===== config.mk =====
export PLATFORM = sky130hd
export DESIGN_NAME = pwm_timer
export DESIGN_NICKNAME = d
export VERILOG_FILES = /design/src/rtl/pwm_timer_pkg.sv /design/src/rtl/pwm_regs.sv /design/src/rtl/pwm_shadow.sv /design/src/rtl/pwm_prescaler.sv /design/src/rtl/pwm_wave.sv /design/src/rtl/pwm_timer.sv
export SDC_FILE = /design/constraint.sdc
export NUM_CORES = 1
export LEC_CHECK = 0
export ABC_AREA = 1
export BUFFER_PORTS_ARGS = -buffer_cell sky130_fd_sc_hd__buf_2
export CORE_ASPECT_RATIO = 0.75
export CORE_MARGIN = 2
export CORE_UTILIZATION = 60
export CTS_CLUSTER_SIZE = 16
export DETAILED_ROUTE_END_ITERATION = 8
export PLACE_DENSITY = 0.85
export SYNTH_ARGS = -nofsm -noshare
export SYNTH_HDL_FRONTEND = slang
export SYNTH_HIERARCHICAL = 1
export SYNTH_SLANG_ARGS = --single-unit

===== constraint.sdc =====
create_clock -name clk_i -period 3.1 [get_ports clk_i]
set_clock_uncertainty 0.05 [all_clocks]
set_input_delay 0.62 -clock clk_i [delete_from_list [all_inputs] [get_ports clk_i]]
set_output_delay 0.62 -clock clk_i [all_outputs]
set_load 0.02 [all_outputs]

===== src/rtl/pwm_timer_pkg.sv =====
package pwm_timer_pkg;

    localparam int REG_W    = 32;
    localparam int ADDR_W   = 4;
    localparam int CNT_W    = 10;
    localparam int EXP_W    = 5;
    localparam int EXP_MAX  = 24;
    localparam int PRE_W    = EXP_MAX;
    localparam int DIVHI_W  = 4;

    localparam logic [ADDR_W-1:0] OFS_CTRL  = ADDR_W'(0);
    localparam logic [ADDR_W-1:0] OFS_COUNT = ADDR_W'(4);

    localparam int B_RUN       = 0;
    localparam int B_HOLD      = 11;
    localparam int B_DIVLO     = 15;
    localparam int F_DIVHI_LSB = 16;
    localparam int F_PER_LSB   = 16;
    localparam int F_HIGH_LSB  = 0;

    typedef struct packed {
        logic [EXP_W-1:0] exp;
        logic [CNT_W-1:0] period;
        logic [CNT_W-1:0] high;
    } tcfg_t;

    function automatic logic [EXP_W-1:0] ctrl_exp(input logic [REG_W-1:0] c);
        logic [EXP_W-1:0] n;
        n = {c[F_DIVHI_LSB +: DIVHI_W], c[B_DIVLO]};
        if (int'(n) > EXP_MAX) n = EXP_W'(EXP_MAX);
        return n;
    endfunction

    function automatic logic [REG_W-1:0] count_word(input logic [CNT_W-1:0] per,
                                                    input logic [CNT_W-1:0] hi);
        logic [REG_W-1:0] w;
        w = '0;
        w[F_PER_LSB +: CNT_W]  = per;
        w[F_HIGH_LSB +: CNT_W] = hi;
        return w;
    endfunction

endpackage


===== src/rtl/pwm_regs.sv =====
module pwm_regs
    import pwm_timer_pkg::*;
(
    input  logic              clk_i,
    input  logic              rst_i,
    input  logic [ADDR_W-1:0] addr_i,
    input  logic              wr_en_i,
    input  logic [REG_W-1:0]  wr_data_i,
    input  logic              rd_en_i,
    output logic [REG_W-1:0]  rd_data_o,
    output logic              rd_valid_o,
    output logic              run_o,
    output logic              hold_o,
    output tcfg_t             prog_o,
    output logic              upd_o
);

    logic [REG_W-1:0] ctrl_q;
    logic [CNT_W-1:0] per_q;
    logic [CNT_W-1:0] high_q;
    logic [REG_W-1:0] ctrl_wr;
    logic             sel_ctrl;
    logic             sel_cnt;

    assign sel_ctrl = (addr_i == OFS_CTRL);
    assign sel_cnt  = (addr_i == OFS_COUNT);

    // refuse to start with a prohibited count
    always_comb begin
        ctrl_wr = wr_data_i;
        if (ctrl_wr[B_RUN] && (per_q == '0 || high_q == '0))
            ctrl_wr[B_RUN] = 1'b0;
    end

    always_ff @(posedge clk_i) begin
        if (rst_i) begin
            ctrl_q <= '0;
            per_q  <= '0;
            high_q <= '0;
        end else if (wr_en_i) begin
            if (sel_ctrl) ctrl_q <= ctrl_wr;
            if (sel_cnt) begin
                per_q  <= wr_data_i[F_PER_LSB +: CNT_W];
                high_q <= wr_data_i[F_HIGH_LSB +: CNT_W];
            end
        end
    end

    always_ff @(posedge clk_i) begin
        if (rst_i) begin
            rd_valid_o <= 1'b0;
            rd_data_o  <= '0;
        end else begin
            rd_valid_o <= rd_en_i;
            if (rd_en_i) begin
                if (sel_ctrl)     rd_data_o <= ctrl_q;
                else if (sel_cnt) rd_data_o <= count_word(per_q, high_q);
                else              rd_data_o <= '0;
            end
        end
    end

    assign run_o         = ctrl_q[B_RUN];
    assign hold_o        = ctrl_q[B_HOLD];
    assign prog_o.exp    = ctrl_exp(ctrl_q);
    assign prog_o.period = per_q;
    assign prog_o.high   = high_q;
    assign upd_o         = wr_en_i && (sel_ctrl || sel_cnt);

endmodule


===== src/rtl/pwm_shadow.sv =====
module pwm_shadow
    import pwm_timer_pkg::*;
(
    input  logic  clk_i,
    input  logic  rst_i,
    input  logic  upd_i,
    input  logic  hold_i,
    input  logic  busy_i,
    input  logic  boundary_i,
    input  tcfg_t prog_i,
    output tcfg_t act_o
);

    logic pending_q;
    logic prog_ok;
    logic load;

    assign prog_ok = (prog_i.period != '0) && (prog_i.high != '0);
    assign load    = pending_q && !hold_i && prog_ok && (!busy_i || boundary_i);

    always_ff @(posedge clk_i) begin
        if (rst_i) begin
            pending_q <= 1'b0;
            act_o     <= '0;
        end else begin
            pending_q <= upd_i || (pending_q && !load);
            if (load) act_o <= prog_i;
        end
    end

endmodule


===== src/rtl/pwm_prescaler.sv =====
module pwm_prescaler #(
    parameter int EXP_W = 5,
    parameter int PRE_W = 24
) (
    input  logic             clk_i,
    input  logic             rst_i,
    input  logic             en_i,
    input  logic [EXP_W-1:0] exp_i,
    output logic             tick_o
);

    logic [PRE_W-1:0] cnt_q;
    logic [PRE_W-1:0] mask;

    assign mask   = ~({PRE_W{1'b1}} << exp_i);
    assign tick_o = en_i && (cnt_q == mask);

    always_ff @(posedge clk_i) begin
        if (rst_i || !en_i) cnt_q <= '0;
        else if (tick_o)    cnt_q <= '0;
        else                cnt_q <= cnt_q + 1'b1;
    end

endmodule


===== src/rtl/pwm_wave.sv =====
module pwm_wave #(
    parameter int CNT_W = 10
) (
    input  logic             clk_i,
    input  logic             rst_i,
    input  logic             en_i,
    input  logic             tick_i,
    input  logic [CNT_W-1:0] period_i,
    input  logic [CNT_W-1:0] high_i,
    output logic [CNT_W-1:0] cnt_o,
    output logic             boundary_o,
    output logic             pwm_o
);

    logic last;

    assign last       = (cnt_o == period_i - 1'b1);
    assign boundary_o = en_i && tick_i && last;
    assign pwm_o      = en_i && (cnt_o < high_i);

    always_ff @(posedge clk_i) begin
        if (rst_i || !en_i) cnt_o <= '0;
        else if (tick_i)    cnt_o <= last ? '0 : cnt_o + 1'b1;
    end

endmodule


===== src/rtl/pwm_timer.sv =====
module pwm_timer
    import pwm_timer_pkg::*;
(
    input  logic              clk_i,
    input  logic              rst_i,
    input  logic [ADDR_W-1:0] addr_i,
    input  logic              wr_en_i,
    input  logic [REG_W-1:0]  wr_data_i,
    input  logic              rd_en_i,
    output logic [REG_W-1:0]  rd_data_o,
    output logic              rd_valid_o,
    output logic              pwm_o
);

    tcfg_t            prog_w;
    tcfg_t            act_w;
    logic             upd_w;
    logic             run_bit;
    logic             hold_bit;
    logic             run_d;
    logic             run_active;
    logic             tick_w;
    logic             bnd_w;
    logic [CNT_W-1:0] per_cnt_w;

    pwm_regs u_regs (
        .clk_i      (clk_i),
        .rst_i      (rst_i),
        .addr_i     (addr_i),
        .wr_en_i    (wr_en_i),
        .wr_data_i  (wr_data_i),
        .rd_en_i    (rd_en_i),
        .rd_data_o  (rd_data_o),
        .rd_valid_o (rd_valid_o),
        .run_o      (run_bit),
        .hold_o     (hold_bit),
        .prog_o     (prog_w),
        .upd_o      (upd_w)
    );

    // one cycle of start latency lets settings written with the enable land first
    always_ff @(posedge clk_i) begin
        if (rst_i) run_d <= 1'b0;
        else       run_d <= run_bit;
    end

    assign run_active = run_bit && run_d && (act_w.period != '0);

    pwm_shadow u_shadow (
        .clk_i      (clk_i),
        .rst_i      (rst_i),
        .upd_i      (upd_w),
        .hold_i     (hold_bit),
        .busy_i     (run_active),
        .boundary_i (bnd_w),
        .prog_i     (prog_w),
        .act_o      (act_w)
    );

    pwm_prescaler #(.EXP_W(EXP_W), .PRE_W(PRE_W)) u_pre (
        .clk_i  (clk_i),
        .rst_i  (rst_i),
        .en_i   (run_active),
        .exp_i  (act_w.exp),
        .tick_o (tick_w)
    );

    pwm_wave #(.CNT_W(CNT_W)) u_wave (
        .clk_i      (clk_i),
        .rst_i      (rst_i),
        .en_i       (run_active),
        .tick_i     (tick_w),
        .period_i   (act_w.period),
        .high_i     (act_w.high),
        .cnt_o      (per_cnt_w),
        .boundary_o (bnd_w),
        .pwm_o      (pwm_o)
    );

endmodule


* Word level (Yosys, flattened, before mapping) *
Index checks and enable logic that the tools add are counted.

storage, ports and cells
  bits in registers = 146
  output and inout port bits = 34

operators by class
  add/subtract/negate cells = 3
  order comparisons = 2
  eq/ne operators = 3
  shifts and indexed selects = 1
  muxes and demuxes = 5
  bitwise operators = 1
  reductions and logical operators = 30

operator list
  kind                   number
  $mux 32                1
  $reduce_bool 10->1     3
  $mux 26                1
  $add 24x1->24 const B  1
  $eq 24x24->1           1
  $not 24->24            1
  $shl 24x5->24 const A  1
  $logic_not 10->1       2
  $logic_and 1x1->1      13
  $add 10x1->10 const B  1
  $eq 10x10->1           1
  $lt 10x10->1           1
  $mux 10                1
  $sub 10x1->10 const B  1
  $gt 5x5->1 const B     1
  $logic_or 1x1->1       5
  $mux 5                 1
  $eq 4x3->1 const B     1
  $logic_not 4->1        1
  $reduce_and 2->1       2
  $logic_not 1->1        3
  $reduce_or 2->1        1
  $mux 1                 1

* Longest topological paths before layout *
Gate-level depths: netlist of run 1.

  depth in word-level cells = 11
  mapped depth = 24

* Modules after synthesis *
The synthesis of run 1 kept the hierarchy.

modules (own cells, without submodules)
  module         times used  cells each  area each (sq um)  seq. area each (sq um)
  pwm_regs       1           488         3,483.3            1,701.6
  pwm_prescaler  1           315         1,973.1            480.5
  pwm_shadow     1           192         1,348.8            520.5
  pwm_wave       1           187         1,166.1            200.2
  pwm_timer      1           13          66.3               20.0

* Worst setup path before layout of run 1 *
Ideal clock, no wire load.

  path kind = register -> register
  from = reg u_shadow/act_o[13] (netlist name)
  to = reg u_shadow/act_o[20] (netlist name)
  arrival time = 2.508 ns
  required time = 2.986 ns
  setup slack = 0.478 ns
  stages on the path, launching flop included = 25
  period minus slack after synthesis = 2.622 ns
  path through = dfxtp_1 nor2_1 nand3_1 nor2_1 nor2_1 nand2_1 nor2_1 nand2_1 nor2_1 nand3_1 nor2_1 nand3_2 inv_1 buf_4 nand4_4 nor2_1 inv_1 nand2_1 nand3_2 inv_1 nand3_4 inv_4 buf_6 nor2_2 nor2_1

between the ends
  cells in the longest elaborated chain, start to end = 7
  elaborated cells between the ends (all ways) = 10

RTL lines
  element                          line                 text
  start: declaration               pwm_shadow.sv:11     output tcfg_t act_o
  start signal: assignment         pwm_shadow.sv:27     if (load) act_o <= prog_i;
  $reduce_bool 10->1               pwm_timer.sv:47      assign run_active = run_bit && run_d && (act_w.period != '0);
  $logic_and 1x1->1                pwm_timer.sv:47
  named net run_active             pwm_timer.sv:21      logic run_active;
  $logic_and 1x1->1                pwm_prescaler.sv:16  assign tick_o = en_i && (cnt_q == mask);
  named net tick_w                 pwm_timer.sv:22      logic tick_w;
  $logic_and 1x1->1 (2 in series)  pwm_wave.sv:18       assign boundary_o = en_i && tick_i && last;
  named net bnd_w                  pwm_timer.sv:23      logic bnd_w;
  $logic_or 1x1->1                 pwm_shadow.sv:19     assign load = pending_q && !hold_i && prog_ok && (!busy_i || boundary_i);
  $logic_and 1x1->1                pwm_shadow.sv:19

The timed path passes the listed nets, and every way through them passes these cells.
A chain may end at the register's enable or synchronous reset.

* Worst setup path in the final report of run 1 *
  from = reg u_shadow/act_o[21] (netlist name)
  to = reg u_shadow/act_o[17] (netlist name)

between the ends
  cells in the longest elaborated chain, start to end = 8

RTL lines
  element                          line                 text
  $shl 24x5->24                    pwm_prescaler.sv:15  assign mask = ~({PRE_W{1'b1}} << exp_i);
  $not 24->24                      pwm_prescaler.sv:15
  $eq 24x24->1                     pwm_prescaler.sv:16
  $logic_and 1x1->1                pwm_prescaler.sv:16
  named net tick_w                 pwm_timer.sv:22
  $logic_and 1x1->1 (2 in series)  pwm_wave.sv:18
  named net bnd_w                  pwm_timer.sv:23
  $logic_or 1x1->1                 pwm_shadow.sv:19
  $logic_and 1x1->1                pwm_shadow.sv:19

The timed path passes the listed nets, and every way through them passes these cells.

==> qor.yml, run 1 <==
path_max_fanout: 25
via_count: 7724
ys_top_cells_by_area: "dfxtp_1, nand2_1, nor2_1"
crit_required_ns: 3.36
yosysSeqAreaShare_pct: 36.4
highest_layer: "met4"
grt_overflow: 0
die_y_um: 104
critPathSlowestCell: "dfxtp_1"
finalNetCount: 1302
p_switching_mw: 1.07
syn_avg_cell_area_um2: 6.73
path_common_cell: "nand2_1"
hold_depth: 3
min_from: "wr_data_i[14]"
netlist_area_um2: 8040
ys_warn_count: 6
cts_buffers: 17
netlist.area_leader.share_pct: 36.4
arrival_ns: 3.05
crit_type: "reg2reg"
start_kind: "flip-flop"
dr.pass1.iters: 7
p_total_mw: 4.36
synth_common_cells: "nand2_1, nor2_1, dfxtp_1"
r2r-end: "u_shadow/act_o[17]$_SDFFE_PP0P_"
grt_pass1_wl_mm: 33.9
wl_per_cell_um: 13.9
worstHoldEndpoint: "u_regs/ctrl_q[14]$_SDFFE_PP0P_"
setup_viol: 0
die_x_um: 138
cap_violations: 0
grt_max_degree: 57
maxSlewHeadroom_pct: 55.4
p_leak_nw: 4.08
portBuffers: 73
initial_core_util_pct: 61.7
finalMaxSlewViolations: 0
p_int_mw: 3.29
multi_input_area_um2: 4160
totalWireLength_mm: 19.9
sw_frac_of_total_pct: 24.6
path_buf_inv: 4
fp.coreArea_um2: 13000
ys_ff_latch: 146
synthCells: 1195
routed_via_density: 5.38
worstReg2RegStart: "u_shadow/act_o[21]$_SDFFE_PP0P_"
tightest_slew_ns: 0.669
drt_iter0_drc: 816
status: "finished clean"
cts_tree: "yes"
synth_flop_cell: "dfxtp_1"
ant_nets: 0
synth_cell_types: 41
cts_buffer_depth: 2
p_comb_share_pct: 6.7
layout-drive-gt1-share_pct: 16.9
grt.total_usage_pct: 29.4
clock_sinks: 146
period_share_pct: 90.0
ios: 74
fin_crit_ns: 2.79
area_delta_synth_final_pct: 11.6
synth.largest_area_cell: "dfxtp_1"
synth_edf_count: 0
met2_length_mm: 8.84
hold_violations: 0
p_clk_share_pct: 48.8
dp_hpwl_mm: 13.6
antenna_found_initial: 1
fin_tns_setup_ns: 0
hold_buffers: 0
cp_cell_sequence: "buf_4 -> nand2_4 -> nand2_2 -> nand2_1 -> nand2_1 -> nand2_1 -> nor2_1 -> nand2_1 -> nor2_1 -> nand3_2 -> inv_1 -> nand4_4 -> nor2_1 -> inv_1 -> nand2_1 -> nand3_2 -> nor2_4 -> buf_12 -> nand3_1 -> nand2_1 -> nor2_1"
cts-root-buf: "clkbuf_16"
ff_latch_area_um2: 2930
dieArea_um2: 14300
peakVddDrop_mv: 0.459
htree_levels: 4
clk_latency_ns: 0.43
p_per_area_nw_per_um2: 485
syn_nets: 1247
end_kind: "flip-flop"
p_seq_share_pct: 44.5
wl_met1_mm: 9.12
hold_class: "in2reg"
clock.fmax_ghz: 0.358
slowest_delay_ns: 0.47
grt_pass1_vias: 7309
rows: 36
gp_congestion: 0.994
remaining_drc_errors: 0
path_delay_family: "simple AND/OR/NAND/NOR gates"
async_flop_share_pct: 0
rsz0062_at_grt: "no"
clkSlewWorstSetupHoldPaths_ns: 0.06
wl_met3_mm: 1.62
r2r_slack_ns: 0.31
r2r_cells: 21
fillers: 1100
yosysMostFrequentCell: "nand2_1"
logic make-up (layout without fill, tap and decap cells):
logic type      count (synthesis)  in the layout  synth area share [%]
buf+inv                       200            268                  11.9
compound gates                117            117                  7.49
xor+xnor                       34             34                  3.70
other cells                     0              1                     0
fa+ha+maj                      12             12                  1.87
flops                         146            146                  36.4
simple gates                  686            686                  38.6
power groups by stage:
stage / logic [mW] / registers (mW) / clock network [mW]
6_report: 0.293 / 1.94 / 2.13
5_1_grt: 0.324 / 1.94 / 2.23
4_1_cts: 0.289 / 1.94 / 2.15
3_5_place_dp: 0.283 / 1.98 / 0
3_3_place_gp: 0.278 / 1.98 / 0
2_1_floorplan: 0.185 / 2.00 / 0
through the flow:
step                setup WS (ns)  util [%]  hold slack [ns]  cells  cell area (µm²)
floorplan                   0.478         -            0.376   1195             8040
global placement            0.212      64.1            0.393   1402             8350
detailed placement          0.107      64.1            0.401   1402             8350
CTS                        0.0945      68.8            0.357   1434             8950
global route              0.00738      68.9            0.376   1435             8970
finish                      0.310      68.9            0.362   1435             8970
state kept, by name, indices dropped and copies added, names as in the netlist:
register            count
u_shadow/pending_q      1
run_d                   1
u_regs/rd_data_o       32
u_wave/cnt_o           10
u_regs/ctrl_q          32
u_regs/rd_valid_o       1
u_shadow/act_o         25
u_regs/per_q           10
u_regs/high_q          10
u_pre/cnt_q            24
worst max path at each step:
stage / slack, ns / startpoint / cells after the start / endpoint
after floorplan: 0.48 / u_shadow/act_o[13]$_SDFFE_PP0P_ / 24 / u_shadow/act_o[20]$_SDFFE_PP0P_
after global placement: 0.21 / u_shadow/act_o[23]$_SDFFE_PP0P_ / 20 / u_shadow/act_o[9]$_SDFFE_PP0P_
after detailed placement: 0.11 / u_shadow/act_o[23]$_SDFFE_PP0P_ / 20 / u_shadow/act_o[15]$_SDFFE_PP0P_
after CTS: 0.09 / u_shadow/act_o[23]$_SDFFE_PP0P_ / 20 / u_shadow/act_o[24]$_SDFFE_PP0P_
after global routing: 0.007 / u_shadow/act_o[18]$_SDFFE_PP0P_ / 22 / u_shadow/act_o[23]$_SDFFE_PP0P_
final: 0.31 / u_shadow/act_o[21]$_SDFFE_PP0P_ / 21 / u_shadow/act_o[17]$_SDFFE_PP0P_
what timing repair did:
item	in CTS	in global routing
buffers inserted	0	0
setup endpoints to repair	0	25
resized for setup	0	8
cells in the final DEF, fill, tap and decap left out, drive strengths merged, types with 3 or more instances in the layout:
cell and n:
nand2 282, nor2 275, inv 150, dfxtp 146, nand3 99, buf 88, o21ai 66, a21oi 48
xor2 24, clkbuf 18, nor3 13, ha 12, xnor2 10, nand4 10, clkinv 6, bufinv 3
clkinvlp 3, nand3b 3, or2 3
final cells by class:
class / instances / area share, %
multi-input combinational: 849 / 46.3
inverter: 148 / 6.39
clock buffer: 18 / 4.78
tap: 171 / 2.38
sequential: 146 / 32.6
clock inverter: 14 / 1.99
timing repair buffer: 88 / 5.47
antenna: 1 / 0.0279
layer usage:
| metal | track usage, % | up-vias |
|---|---|---|
| li1 | - | 3808 |
| met1 | 40.7 | 3540 |
| met2 | 45.3 | 337 |
| met3 | 6.92 | 39 |
| met4 | 8.69 | 0 |
| met5 | 0 | - |
worst min-delay path, cell delays in order:
cell and delay [ns]:
buf_2 0.08, nor2_1 0.03, nor2_1 0.08
Power figures use the tool's default switching activity.
==> run 2: changes to the inputs <==
ABC_AREA = not set   (was 1)
CORE_UTILIZATION = 59   (was 60)
==> run 2 against run 1 <==
Compared with the run above:
- the flow now finishes with violations (setup timing)
- global-route usage decreased by 0.42 points
- final cell count down 22%
- sequential power hardly changed
- die area shrank 7.5%
- setup slack got worse by 0.53 ns
- core utilization up 3.3 points
==> qor.yml, run 2 <==
status: "complete, but fails checks"
violations: "setup timing"
p_leak_nw: 3.21
cts_buffer_depth: 2
portBuffers: 73
maxSlewHeadroom_pct: 49.5
hold_depth: 3
cts_buffers: 17
critPathSlowestCell: "or4_4"
peakVddDrop_mv: 0.370
ys_warn_count: 6
dp_hpwl_mm: 11.9
fin_crit_ns: 3.32
arrival_ns: 3.61
gp_congestion: 0.876
r2r_cells: 13
cts-root-buf: "clkbuf_16"
pre_cts_ws_ns: -0.280
synth_cell_types: 67
synth_flop_cell: "dfxtp_1"
finalNetCount: 997
yosysMostFrequentCell: "dfxtp_1"
start_kind: "flip-flop"
clk_latency_ns: 0.43
fp.coreArea_um2: 12200
tightest_slew_ns: 0.757
routed_via_density: 6.10
period_share_pct: 107
htree_levels: 4
crit_type: "reg2reg"
slowest_delay_ns: 0.53
startpoint: "u_shadow/act_o[22]$_SDFFE_PP0P_"
totalWireLength_mm: 19.5
min_from: "wr_data_i[31]"
cts_tree: "yes"
ios: 74
ys_top_cells_by_area: "dfxtp_1, a21oi_1, nand2b_1"
synthCells: 860
yosysSeqAreaShare_pct: 40.1
path_delay_family: "simple AND/OR/NAND/NOR gates"
hold_violations: 0
remaining_drc_errors: 0
setup_viol: 26
cap_violations: 0
grt.total_usage_pct: 28.9
clkSlewWorstSetupHoldPaths_ns: 0.07
synth_common_cells: "dfxtp_1, a21oi_1, nand3_1"
cp_cell_sequence: "or4_4 -> or3b_4 -> o311ai_4 -> a22o_2 -> nand4b_1 -> nor3_4 -> nor3b_4 -> and2_4 -> nor2b_4 -> nor3b_4 -> and3_4 -> buf_12 -> mux2i_1"
dr.pass1.iters: 6
syn_nets: 912
netlist_area_um2: 7290
rows: 35
wl_per_cell_um: 17.4
final_common_cell: "dfxtp_1"
antenna_found_initial: 1
finalMaxSlewViolations: 0
area_delta_synth_final_pct: 20.5
syn_avg_cell_area_um2: 8.48
holdWs_ns: 0.386
grt_pass1_wl_mm: 31.3
top_regs: "u_regs/ctrl_q: 32 flops, u_regs/rd_data_o: 32 flops, u_shadow/act_o: 25 flops"
worstReg2RegStart: "u_shadow/act_o[22]$_SDFFE_PP0P_"
ant_nets: 0
grt_max_degree: 65
path_buf_inv: 1
final_cell_mix: "dfxtp_1, a21oi_1, nand3_1"
p_per_area_nw_per_um2: 478
path_max_fanout: 16
hold_class: "in2reg"
layout-drive-gt1-share_pct: 21.1
ys_ff_latch: 146
synth.largest_area_cell: "dfxtp_1"
setup_ws_ns: -0.217
grt_overflow: 0
synth_edf_count: 0
crit_required_ns: 3.39
path_common_cell: "nor3b_4"
cp.depth: 13
rsz0062_at_grt: "yes"
die_x_um: 132
grt_pass1_vias: 6182
die_y_um: 100
p_total_mw: 4.20
initial_core_util_pct: 59.9
drt_iter0_drc: 790
netlist.area_leader.share_pct: 40.1
end_kind: "flip-flop"
clock.fmax_ghz: 0.301
async_flop_share_pct: 0
via_count: 6866
dieArea_um2: 13300
clock_sinks: 146
==> run 2: layer usage <==
metal	GRT usage (%)	vias to the layer above	share of wire, %	wire length (µm)
met5	0	-	0	0
met4	10.4	0	2.3	445
met3	5.81	50	8.2	1600
met2	45.3	350	46	9060
met1	39.9	3224	43	8440
li1	-	3242	-	-
==> run 2: worst paths after layout <==
kind	end	slack (ns)
hold / removal	u_regs/ctrl_q[31]$_SDFFE_PP0P_	0.39
hold reg to reg	u_regs/rd_data_o[14]$_SDFFE_PP0P_	0.42
setup / recovery	u_shadow/act_o[20]$_SDFFE_PP0P_	-0.22
setup reg to reg	u_shadow/act_o[20]$_SDFFE_PP0P_	-0.22
==> run 2: final cells by class <==
type / count / area (µm²)
clock buffers: 18 / 429
flip-flops and latches: 146 / 2930
inverters: 20 / 75.1
clock inverters: 14 / 166
fillers: 872 / 3390
repair buffers: 135 / 891
diodes: 1 / 2.50
multi-input cells: 625 / 4090
well taps: 166 / 208
==> run 2: report_power, final <==
part | internal, mW | switching (mW) | leakage [nW] | total, mW
Sequential | 1.90 | 0.0145 | 1.18 | 1.91
Clock | 1.15 | 0.921 | 0.294 | 2.07
Combinational | 0.0735 | 0.138 | 1.74 | 0.212
Total | 3.12 | 1.07 | 3.21 | 4.20
==> run 2: timing repair <==
action                                  CTS  global route
setup buffers                             3             6
hold endpoints to repair                  0             0
hold buffers                              0             0
gates resized for setup                   9            16
endpoints found under the setup margin   26            31
pin swaps                                 2             4
gates cloned                              1             0
==> run 2: kinds of logic (layout without fill, tap and decap cells) <==
kind of cell               after synthesis  after routing  share of synthesized area, %
and+or+nand+nor                        322            322                          24.6
adders and majority gates               12             12                          2.06
AOI/OAI and AO/OA                      215            215                          18.2
DFF                                    146            146                          40.1
xor gates and xnor gates                50             50                          6.00
muxes                                   26             26                          3.57
buffers and inverters                   89            187                          5.52
other                                    0              1                             0
==> run 2: through the flow <==
| stage | instance area, µm² | setup TNS (ns) | instances | util [%] |
|---|---|---|---|---|
| 2_1_floorplan | 7320 | -6.23 | 860 | - |
| 3_3_place_gp | 8000 | -0.633 | 1083 | 65.7 |
| 3_5_place_dp | 8000 | -5.00 | 1083 | 65.7 |
| 4_1_cts | 8680 | -3.17 | 1119 | 71.3 |
| 5_1_grt | 8790 | -7.62 | 1125 | 72.2 |
| 6_report | 8790 | -4.50 | 1125 | 72.2 |
==> run 2: worst register-to-register path, stage by stage, from the launching register on <==
cell and delay (ns):
dfxtp_4 0.36, or4_4 0.53, or3b_4 0.41, o311ai_4 0.07
a22o_2 0.20, nand4b_1 0.14, nor3_4 0.15, nor3b_4 0.23
and2_4 0.19, nor2b_4 0.04, nor3b_4 0.19, and3_4 0.26
buf_12 0.18, mux2i_1 0.24
